==> config.mk <==
export PLATFORM = sky130hd
export DESIGN_NAME = dir_home_top
export DESIGN_NICKNAME = d
export VERILOG_FILES = /design/src/rtl/dir_home_pkg.sv /design/src/rtl/dir_home_dp.sv /design/src/rtl/dir_home_ctrl.sv /design/src/rtl/dir_home_top.sv
export SDC_FILE = /design/constraint.sdc
export NUM_CORES = 1
export LEC_CHECK = 0
export BUFFER_PORTS_ARGS = -buffer_cell sky130_fd_sc_hd__clkbuf_2
export CAP_MARGIN = 15
export CORE_ASPECT_RATIO = 0.5
export CORE_MARGIN = 1.5
export CORE_UTILIZATION = 35
export CTS_CLUSTER_SIZE = 10
export DETAILED_ROUTE_END_ITERATION = 12
export PLACE_DENSITY = 0.49
export SLEW_MARGIN = 5
export SYNTH_ARGS = -nofsm -noshare
export SYNTH_HDL_FRONTEND = slang
export SYNTH_SLANG_ARGS = --single-unit
==> constraint.sdc <==
create_clock -name clk -period 6.8 [get_ports clk]
set_input_delay 1.02 -clock clk [delete_from_list [all_inputs] [get_ports clk]]
set_output_delay 1.02 -clock clk [all_outputs]
set_load 0.01 [all_outputs]
==> src/rtl/dir_home_pkg.sv <==
package dir_home_pkg;

  typedef enum logic [1:0] {
    ST_UNCACHED = 2'd0,
    ST_SHARED   = 2'd1,
    ST_EXCL     = 2'd2
  } dir_state_e;

  typedef enum logic [1:0] {
    REQ_RDMISS = 2'd0,
    REQ_WRMISS = 2'd1,
    REQ_WBACK  = 2'd2
  } req_kind_e;

  typedef enum logic [1:0] {
    MSG_DATA     = 2'd0,
    MSG_INVAL    = 2'd1,
    MSG_FETCH    = 2'd2,
    MSG_FETCHINV = 2'd3
  } msg_kind_e;

  // strobes from the control FSM to the datapath
  typedef struct packed {
    logic      latchReq;
    logic      loadScan;
    logic      dropScan;
    logic      memFromFetch;
    logic      wbCommit;
    logic      updRead;
    logic      updWrite;
    logic      msgOn;
    msg_kind_e msgKind;
  } dp_ctl_t;

endpackage

==> src/rtl/dir_home_dp.sv <==
module dir_home_dp
  import dir_home_pkg::*;
#(
  parameter int NUM_PROCS  = 4,
  parameter int NUM_BLOCKS = 16,
  parameter int DATA_W     = 32
) (
  input  logic                          clk,
  input  logic                          rstN,
  input  dp_ctl_t                       ctl,
  input  logic [1:0]                    reqKind,
  input  logic [$clog2(NUM_PROCS)-1:0]  reqProc,
  input  logic [$clog2(NUM_BLOCKS)-1:0] reqAddr,
  input  logic [DATA_W-1:0]             reqData,
  input  logic [DATA_W-1:0]             fetchData,
  output dir_state_e                    entSt,
  output req_kind_e                     kindQ,
  output logic                          wbFromOwner,
  output logic                          othersNz,
  output logic                          scanMore,
  output logic                          msgValid,
  output logic [1:0]                    msgKind,
  output logic [$clog2(NUM_PROCS)-1:0]  msgDest,
  output logic [$clog2(NUM_BLOCKS)-1:0] msgAddr,
  output logic [DATA_W-1:0]             msgData
);
  localparam int PW = $clog2(NUM_PROCS);
  localparam int AW = $clog2(NUM_BLOCKS);

  dir_state_e           dirSt [NUM_BLOCKS];
  logic [NUM_PROCS-1:0] dirSh [NUM_BLOCKS];
  logic [DATA_W-1:0]    mem   [NUM_BLOCKS];

  logic [PW-1:0]        procQ;
  logic [AW-1:0]        addrQ;
  logic [DATA_W-1:0]    dataQ;
  logic [NUM_PROCS-1:0] scanVec;
  logic [NUM_PROCS-1:0] entSh;
  logic [NUM_PROCS-1:0] reqBit;
  logic [PW-1:0]        ownerIdx;
  logic [PW-1:0]        scanIdx;

  function automatic logic [PW-1:0] lowIdx(input logic [NUM_PROCS-1:0] v);
    logic [PW-1:0] r;
    r = '0;
    for (int i = NUM_PROCS - 1; i >= 0; i--) begin
      if (v[i]) r = PW'(i);
    end
    return r;
  endfunction

  assign entSt       = dirSt[addrQ];
  assign entSh       = dirSh[addrQ];
  assign reqBit      = NUM_PROCS'(1) << procQ;
  assign ownerIdx    = lowIdx(entSh);
  assign scanIdx     = lowIdx(scanVec);
  assign wbFromOwner = (entSh == reqBit);
  assign othersNz    = |(entSh & ~reqBit);
  assign scanMore    = |(scanVec & (scanVec - NUM_PROCS'(1)));

  assign msgValid = ctl.msgOn;
  assign msgKind  = ctl.msgKind;
  assign msgAddr  = addrQ;
  assign msgData  = mem[addrQ];

  always_comb begin
    case (ctl.msgKind)
      MSG_DATA:  msgDest = procQ;
      MSG_INVAL: msgDest = scanIdx;
      default:   msgDest = ownerIdx;
    endcase
  end

  always_ff @(posedge clk) begin
    if (!rstN) begin
      kindQ   <= REQ_RDMISS;
      procQ   <= '0;
      addrQ   <= '0;
      dataQ   <= '0;
      scanVec <= '0;
    end else begin
      if (ctl.latchReq) begin
        kindQ <= req_kind_e'(reqKind);
        procQ <= reqProc;
        addrQ <= reqAddr;
        dataQ <= reqData;
      end
      if (ctl.loadScan)
        scanVec <= entSh & ~reqBit;
      else if (ctl.dropScan)
        scanVec <= scanVec & ~(NUM_PROCS'(1) << scanIdx);
    end
  end

  always_ff @(posedge clk) begin
    if (!rstN) begin
      for (int i = 0; i < NUM_BLOCKS; i++) begin
        dirSt[i] <= ST_UNCACHED;
        dirSh[i] <= '0;
        mem[i]   <= DATA_W'(i);
      end
    end else begin
      if (ctl.memFromFetch) mem[addrQ] <= fetchData;
      if (ctl.wbCommit) begin
        mem[addrQ]   <= dataQ;
        dirSt[addrQ] <= ST_UNCACHED;
        dirSh[addrQ] <= '0;
      end
      if (ctl.updRead) begin
        dirSt[addrQ] <= ST_SHARED;
        dirSh[addrQ] <= entSh | reqBit;
      end
      if (ctl.updWrite) begin
        dirSt[addrQ] <= ST_EXCL;
        dirSh[addrQ] <= reqBit;
      end
    end
  end

  // each invalidate retires exactly one pending sharer
  a_r5_scan_drops_one: assert property (@(posedge clk) disable iff (!rstN)
    ctl.dropScan |=> ($countones(scanVec) == $countones($past(scanVec)) - 1));

  // a read completion leaves the requester marked in a shared entry
  a_r4_reader_marked: assert property (@(posedge clk) disable iff (!rstN)
    ctl.updRead |=> (dirSt[addrQ] == ST_SHARED && dirSh[addrQ][procQ]));

  // an exclusive entry names exactly one owner
  a_r3_single_owner: assert property (@(posedge clk) disable iff (!rstN)
    ctl.updWrite |=> (dirSt[addrQ] == ST_EXCL && $countones(dirSh[addrQ]) == 1));

  // an accepted write back empties the entry
  a_r8_wb_uncached: assert property (@(posedge clk) disable iff (!rstN)
    ctl.wbCommit |=> (dirSt[addrQ] == ST_UNCACHED && dirSh[addrQ] == '0));

  // write backs never produce a message
  a_r9_wb_silent: assert property (@(posedge clk) disable iff (!rstN)
    ctl.msgOn |-> (kindQ != REQ_WBACK));

endmodule

==> src/rtl/dir_home_ctrl.sv <==
module dir_home_ctrl
  import dir_home_pkg::*;
(
  input  logic       clk,
  input  logic       rstN,
  input  logic       reqValid,
  input  logic       fetchValid,
  input  dir_state_e entSt,
  input  req_kind_e  kindQ,
  input  logic       wbFromOwner,
  input  logic       othersNz,
  input  logic       scanMore,
  output logic       reqReady,
  output dp_ctl_t    ctl
);
  typedef enum logic [2:0] {
    C_IDLE, C_LOOKUP, C_INVAL, C_FETCH, C_WAITF, C_REPLY
  } cstate_e;

  cstate_e st, nxt;

  always_comb begin
    ctl      = '0;
    nxt      = st;
    reqReady = 1'b0;
    case (st)
      C_IDLE: begin
        reqReady = 1'b1;
        if (reqValid) begin
          ctl.latchReq = 1'b1;
          nxt = C_LOOKUP;
        end
      end
      C_LOOKUP: begin
        case (kindQ)
          REQ_WBACK: begin
            if (entSt == ST_EXCL && wbFromOwner) ctl.wbCommit = 1'b1;
            nxt = C_IDLE;
          end
          REQ_RDMISS: nxt = (entSt == ST_EXCL) ? C_FETCH : C_REPLY;
          REQ_WRMISS: begin
            if (entSt == ST_EXCL) nxt = C_FETCH;
            else if (entSt == ST_SHARED && othersNz) begin
              ctl.loadScan = 1'b1;
              nxt = C_INVAL;
            end else nxt = C_REPLY;
          end
          default: nxt = C_IDLE;
        endcase
      end
      C_INVAL: begin
        ctl.msgOn    = 1'b1;
        ctl.msgKind  = MSG_INVAL;
        ctl.dropScan = 1'b1;
        if (!scanMore) nxt = C_REPLY;
      end
      C_FETCH: begin
        ctl.msgOn   = 1'b1;
        ctl.msgKind = (kindQ == REQ_WRMISS) ? MSG_FETCHINV : MSG_FETCH;
        nxt = C_WAITF;
      end
      C_WAITF: begin
        if (fetchValid) begin
          ctl.memFromFetch = 1'b1;
          nxt = C_REPLY;
        end
      end
      C_REPLY: begin
        ctl.msgOn   = 1'b1;
        ctl.msgKind = MSG_DATA;
        if (kindQ == REQ_RDMISS) ctl.updRead = 1'b1;
        else ctl.updWrite = 1'b1;
        nxt = C_IDLE;
      end
      default: nxt = C_IDLE;
    endcase
  end

  always_ff @(posedge clk) begin
    if (!rstN) st <= C_IDLE;
    else st <= nxt;
  end

  // an admitted request closes the door on the next cycle
  a_r10_busy_after_accept: assert property (@(posedge clk) disable iff (!rstN)
    (reqValid && reqReady) |=> !reqReady);

  // while the owner has not answered, stay busy and silent
  a_r6_wait_for_owner: assert property (@(posedge clk) disable iff (!rstN)
    (st == C_WAITF && !fetchValid) |=> (!reqReady && !ctl.msgOn));

endmodule

==> src/rtl/dir_home_top.sv <==
module dir_home_top
  import dir_home_pkg::*;
#(
  parameter int NUM_PROCS  = 4,
  parameter int NUM_BLOCKS = 16,
  parameter int DATA_W     = 32,
  localparam int PROC_W    = $clog2(NUM_PROCS),
  localparam int ADDR_W    = $clog2(NUM_BLOCKS)
) (
  input  logic              clk,
  input  logic              rstN,
  input  logic              reqValid,
  output logic              reqReady,
  input  logic [1:0]        reqKind,
  input  logic [PROC_W-1:0] reqProc,
  input  logic [ADDR_W-1:0] reqAddr,
  input  logic [DATA_W-1:0] reqData,
  input  logic              fetchValid,
  input  logic [DATA_W-1:0] fetchData,
  output logic              msgValid,
  output logic [1:0]        msgKind,
  output logic [PROC_W-1:0] msgDest,
  output logic [ADDR_W-1:0] msgAddr,
  output logic [DATA_W-1:0] msgData
);
  dp_ctl_t    ctl;
  dir_state_e entSt;
  req_kind_e  kindQ;
  logic       wbFromOwner, othersNz, scanMore;

  dir_home_ctrl u_ctrl (
    .clk(clk), .rstN(rstN), .reqValid(reqValid), .fetchValid(fetchValid),
    .entSt(entSt), .kindQ(kindQ), .wbFromOwner(wbFromOwner),
    .othersNz(othersNz), .scanMore(scanMore), .reqReady(reqReady), .ctl(ctl)
  );

  dir_home_dp #(
    .NUM_PROCS(NUM_PROCS), .NUM_BLOCKS(NUM_BLOCKS), .DATA_W(DATA_W)
  ) u_dp (
    .clk(clk), .rstN(rstN), .ctl(ctl), .reqKind(reqKind), .reqProc(reqProc),
    .reqAddr(reqAddr), .reqData(reqData), .fetchData(fetchData),
    .entSt(entSt), .kindQ(kindQ), .wbFromOwner(wbFromOwner),
    .othersNz(othersNz), .scanMore(scanMore), .msgValid(msgValid),
    .msgKind(msgKind), .msgDest(msgDest), .msgAddr(msgAddr), .msgData(msgData)
  );

endmodule

==> out/metrics.yaml <==
hold_violations: 0
finalSetupTns_ns: 0
cts_resized: 0
die_w_um: 416.2
antenna_left: 0
ctsHoldBuffers: 0
crit_type: "flop to output port"
hp-start: "u_dp.dataQ[12]"
rows: 75
rsz0062_at_grt: "false"
layout-drive-gt1-share_pct: 24.46
synth_cell_type_count: 47
grt_use_total_pct: 22.77
avgSynthCellArea_um2: 14.62
maxSlewHeadroom_pct: 20.74
required_ns: 5.78
crit_path_cell_trace: "buf_4, buf_4, mux4_2, mux4_2, clkbuf_2"
fin_nets: 2166
grt_max_degree: 107
clock_sinks: 659
dr.pass1.iters: 6
reg2reg_slack_ns: 1.79
synth-main-ff-cell: "edfxtp_1"
htreeDepth: 3
fill_cells: 7744
synth-seq-cells: 659
slowest_stage: "dfxtp_4"
worstMarginPinSlew_ns: 1.189
synth_edf_count: 608
grt_pass1_wl_um: 141500
initial_utilization_pct: 35.50
clk_path_buf_depth: 3
chipHeight_um: 209.6
setup_viol: 0
vias: 19490
r2r-end: "u_dp.mem[11][20]"
crit_path_max_incr_delay_ns: 0.93
post-cts-setup-buffer-count: 0
numPortBuffers: 117
remaining_drc_errors: 0
antenna_found_initial: 1
hp-class: "flop to flop"
syn_area_um2: 29880
timing.hold.ws_ns: 0.4766
overflow: 0
wl_per_cell_um: 30.80
post-route-period-util_pct: 78.87
syn_nets: 2128
critPathArrivalTime_ns: 4.34
period_needed_ns: 5.363
layout_commonest_cell: "edfxtp_1"
dp_hpwl_um: 52640
synth-async-reset-ratio_pct: 0
first_global_vias: 19240
cts_tree: "built"
netlist_instances: 2044
syn_to_final_growth_pct: 13.32
vdd_drop_max_mv: 0.1902
yosysSeqAreaShare_pct: 64.52
worst_hold_path.endpoint: "u_dp.dataQ[12]"
cts.clk_slew.worst_paths_ns: 0.05
die-area_um2: 87240
ioPinCount: 118
drv_slew: 0
critical_path.endpoint_type: "output port"
layout_common_cells: "edfxtp_1, a21oi_1, mux4_2, nand2_1, clkbuf_2"
place_congestion: 0.7849
core_um2: 84170
cp_max_fo: 57
fmax_mhz: 186.4
vias_per_cell: 5.981
drv_cap: 0
ys.warnings.count: 0
routed_wirelength_um: 100400
reg2regPathDepth: 10
cts_buffers: 76
cts-root-buf: "clkbuf_16"
clkLatencyLatePin_ns: 0.63
p_leak_uw: 0.01017
start_kind: "flop"
drt_iter0_markers: 2497
hold_depth: 2
fin_skew_ns: 0.01591
status: "complete, no violations"
power.density_nw_per_um2: 327.4
[worst max-delay path, delay by kind of cell, from the launching register on]
kind / cells / cell delay, ns
buffers and inverters: 3 / 1.66
multiplexers: 2 / 0.96
flip-flops: 1 / 0.93
[Yosys cell counts, types with 2 or more instances]
cell type / number / share of area (%)
and3_1: 2 / 0.042
nor3_1: 6 / 0.10
nor2b_1: 10 / 0.21
mux4_2: 187 / 14
nand4_1: 4 / 0.084
edfxtp_1: 608 / 61
o211ai_2: 5 / 0.21
a22oi_1: 32 / 0.80
a21oi_1: 485 / 8.1
o22a_1: 4 / 0.12
o211ai_4: 20 / 1.4
o21ai_0: 27 / 0.45
nand3_1: 12 / 0.20
ha_1: 8 / 0.33
o211ai_1: 8 / 0.20
nor2_1: 111 / 1.4
clkbuf_1: 149 / 1.9
nor3_2: 2 / 0.067
o21bai_1: 12 / 0.30
nand2b_1: 4 / 0.084
a211oi_1: 5 / 0.13
a21boi_0: 40 / 1.0
buf_2: 47 / 0.79
or3_1: 2 / 0.042
mux2i_1: 11 / 0.37
dfxtp_1: 51 / 3.4
mux2_2: 9 / 0.34
o41ai_1: 2 / 0.059
buf_4: 5 / 0.13
or2_2: 2 / 0.042
and2_1: 3 / 0.063
buf_6: 3 / 0.11
buf_1: 10 / 0.13
nand2_1: 137 / 1.7
inv_1: 9 / 0.11
[state kept, by name (all words and copies together), names as in the netlist, named ones only]
name          count
u_dp.scanVec      4
u_dp.msgAddr      4
u_dp.procQ        2
u_dp.kindQ        2
u_dp.mem        512
u_dp.dataQ       32
u_ctrl.st         3
u_dp.dirSh       64
u_dp.dirSt       32
[routing by layer]
layer  GRT usage [%]  vias to the layer above  part of all wire, %
met2           34.00                     1001                   45
met1           34.17                    10240                   45
met4           5.949                        0                  2.3
met3           4.086                      149                  8.5
li1                -                     8097                    -
met5               0                        -                    0
[stage by stage]
step	instances	util, %	total power, uW	worst slack (ns)	instance area [um2]
after detailed placement	3118	37.53	7291	1.790	31590
after global placement	3117	37.51	7281	1.769	31580
after floorplan	2044	-	6350	1.104	29880
final	3259	40.23	11090	1.437	33860
after CTS	3256	40.21	11150	1.395	33840
after global routing	3258	40.22	11440	1.349	33860
[layout make-up]
cell class              instances  area [um2]  share of cell area [%]
flip-flops and latches        659       19290                   56.97
multi-input cells            1162        9824                   29.01
well taps                    1116        1396                   4.124
inverters                       9       33.78                 0.09977
diodes                          1       2.502                0.007390
clock inverters                 6       80.08                  0.2365
clock buffers                 132        2176                   6.426
repair buffers                174        1057                   3.122
[power by group]
group	leakage, uW	internal [uW]	switching, uW
Clock	0.00108	2210	1680
Combinational	0.00285	808	1420
Sequential	0.00625	4730	243
[logic make-up after synthesis]
group	synth area share [%]
flops	64.52
compound gates	13.05
simple gates	4.124
buf+inv	3.136
mux	14.80
fa+ha+maj	0.3685
[how the worst max path moves through the flow]
stage	slack [ns]	end	depth (start not counted)
5_1_grt	1.35	msgData[24]	5
3_3_place_gp	1.77	u_dp.mem[11][12]	9
2_1_floorplan	1.10	u_dp.mem[0][0]	14
6_report	1.44	msgData[25]	5
4_1_cts	1.39	msgData[25]	5
3_5_place_dp	1.79	u_dp.mem[11][19]	10
No activity file was read; power rests on OpenSTA's default activity.
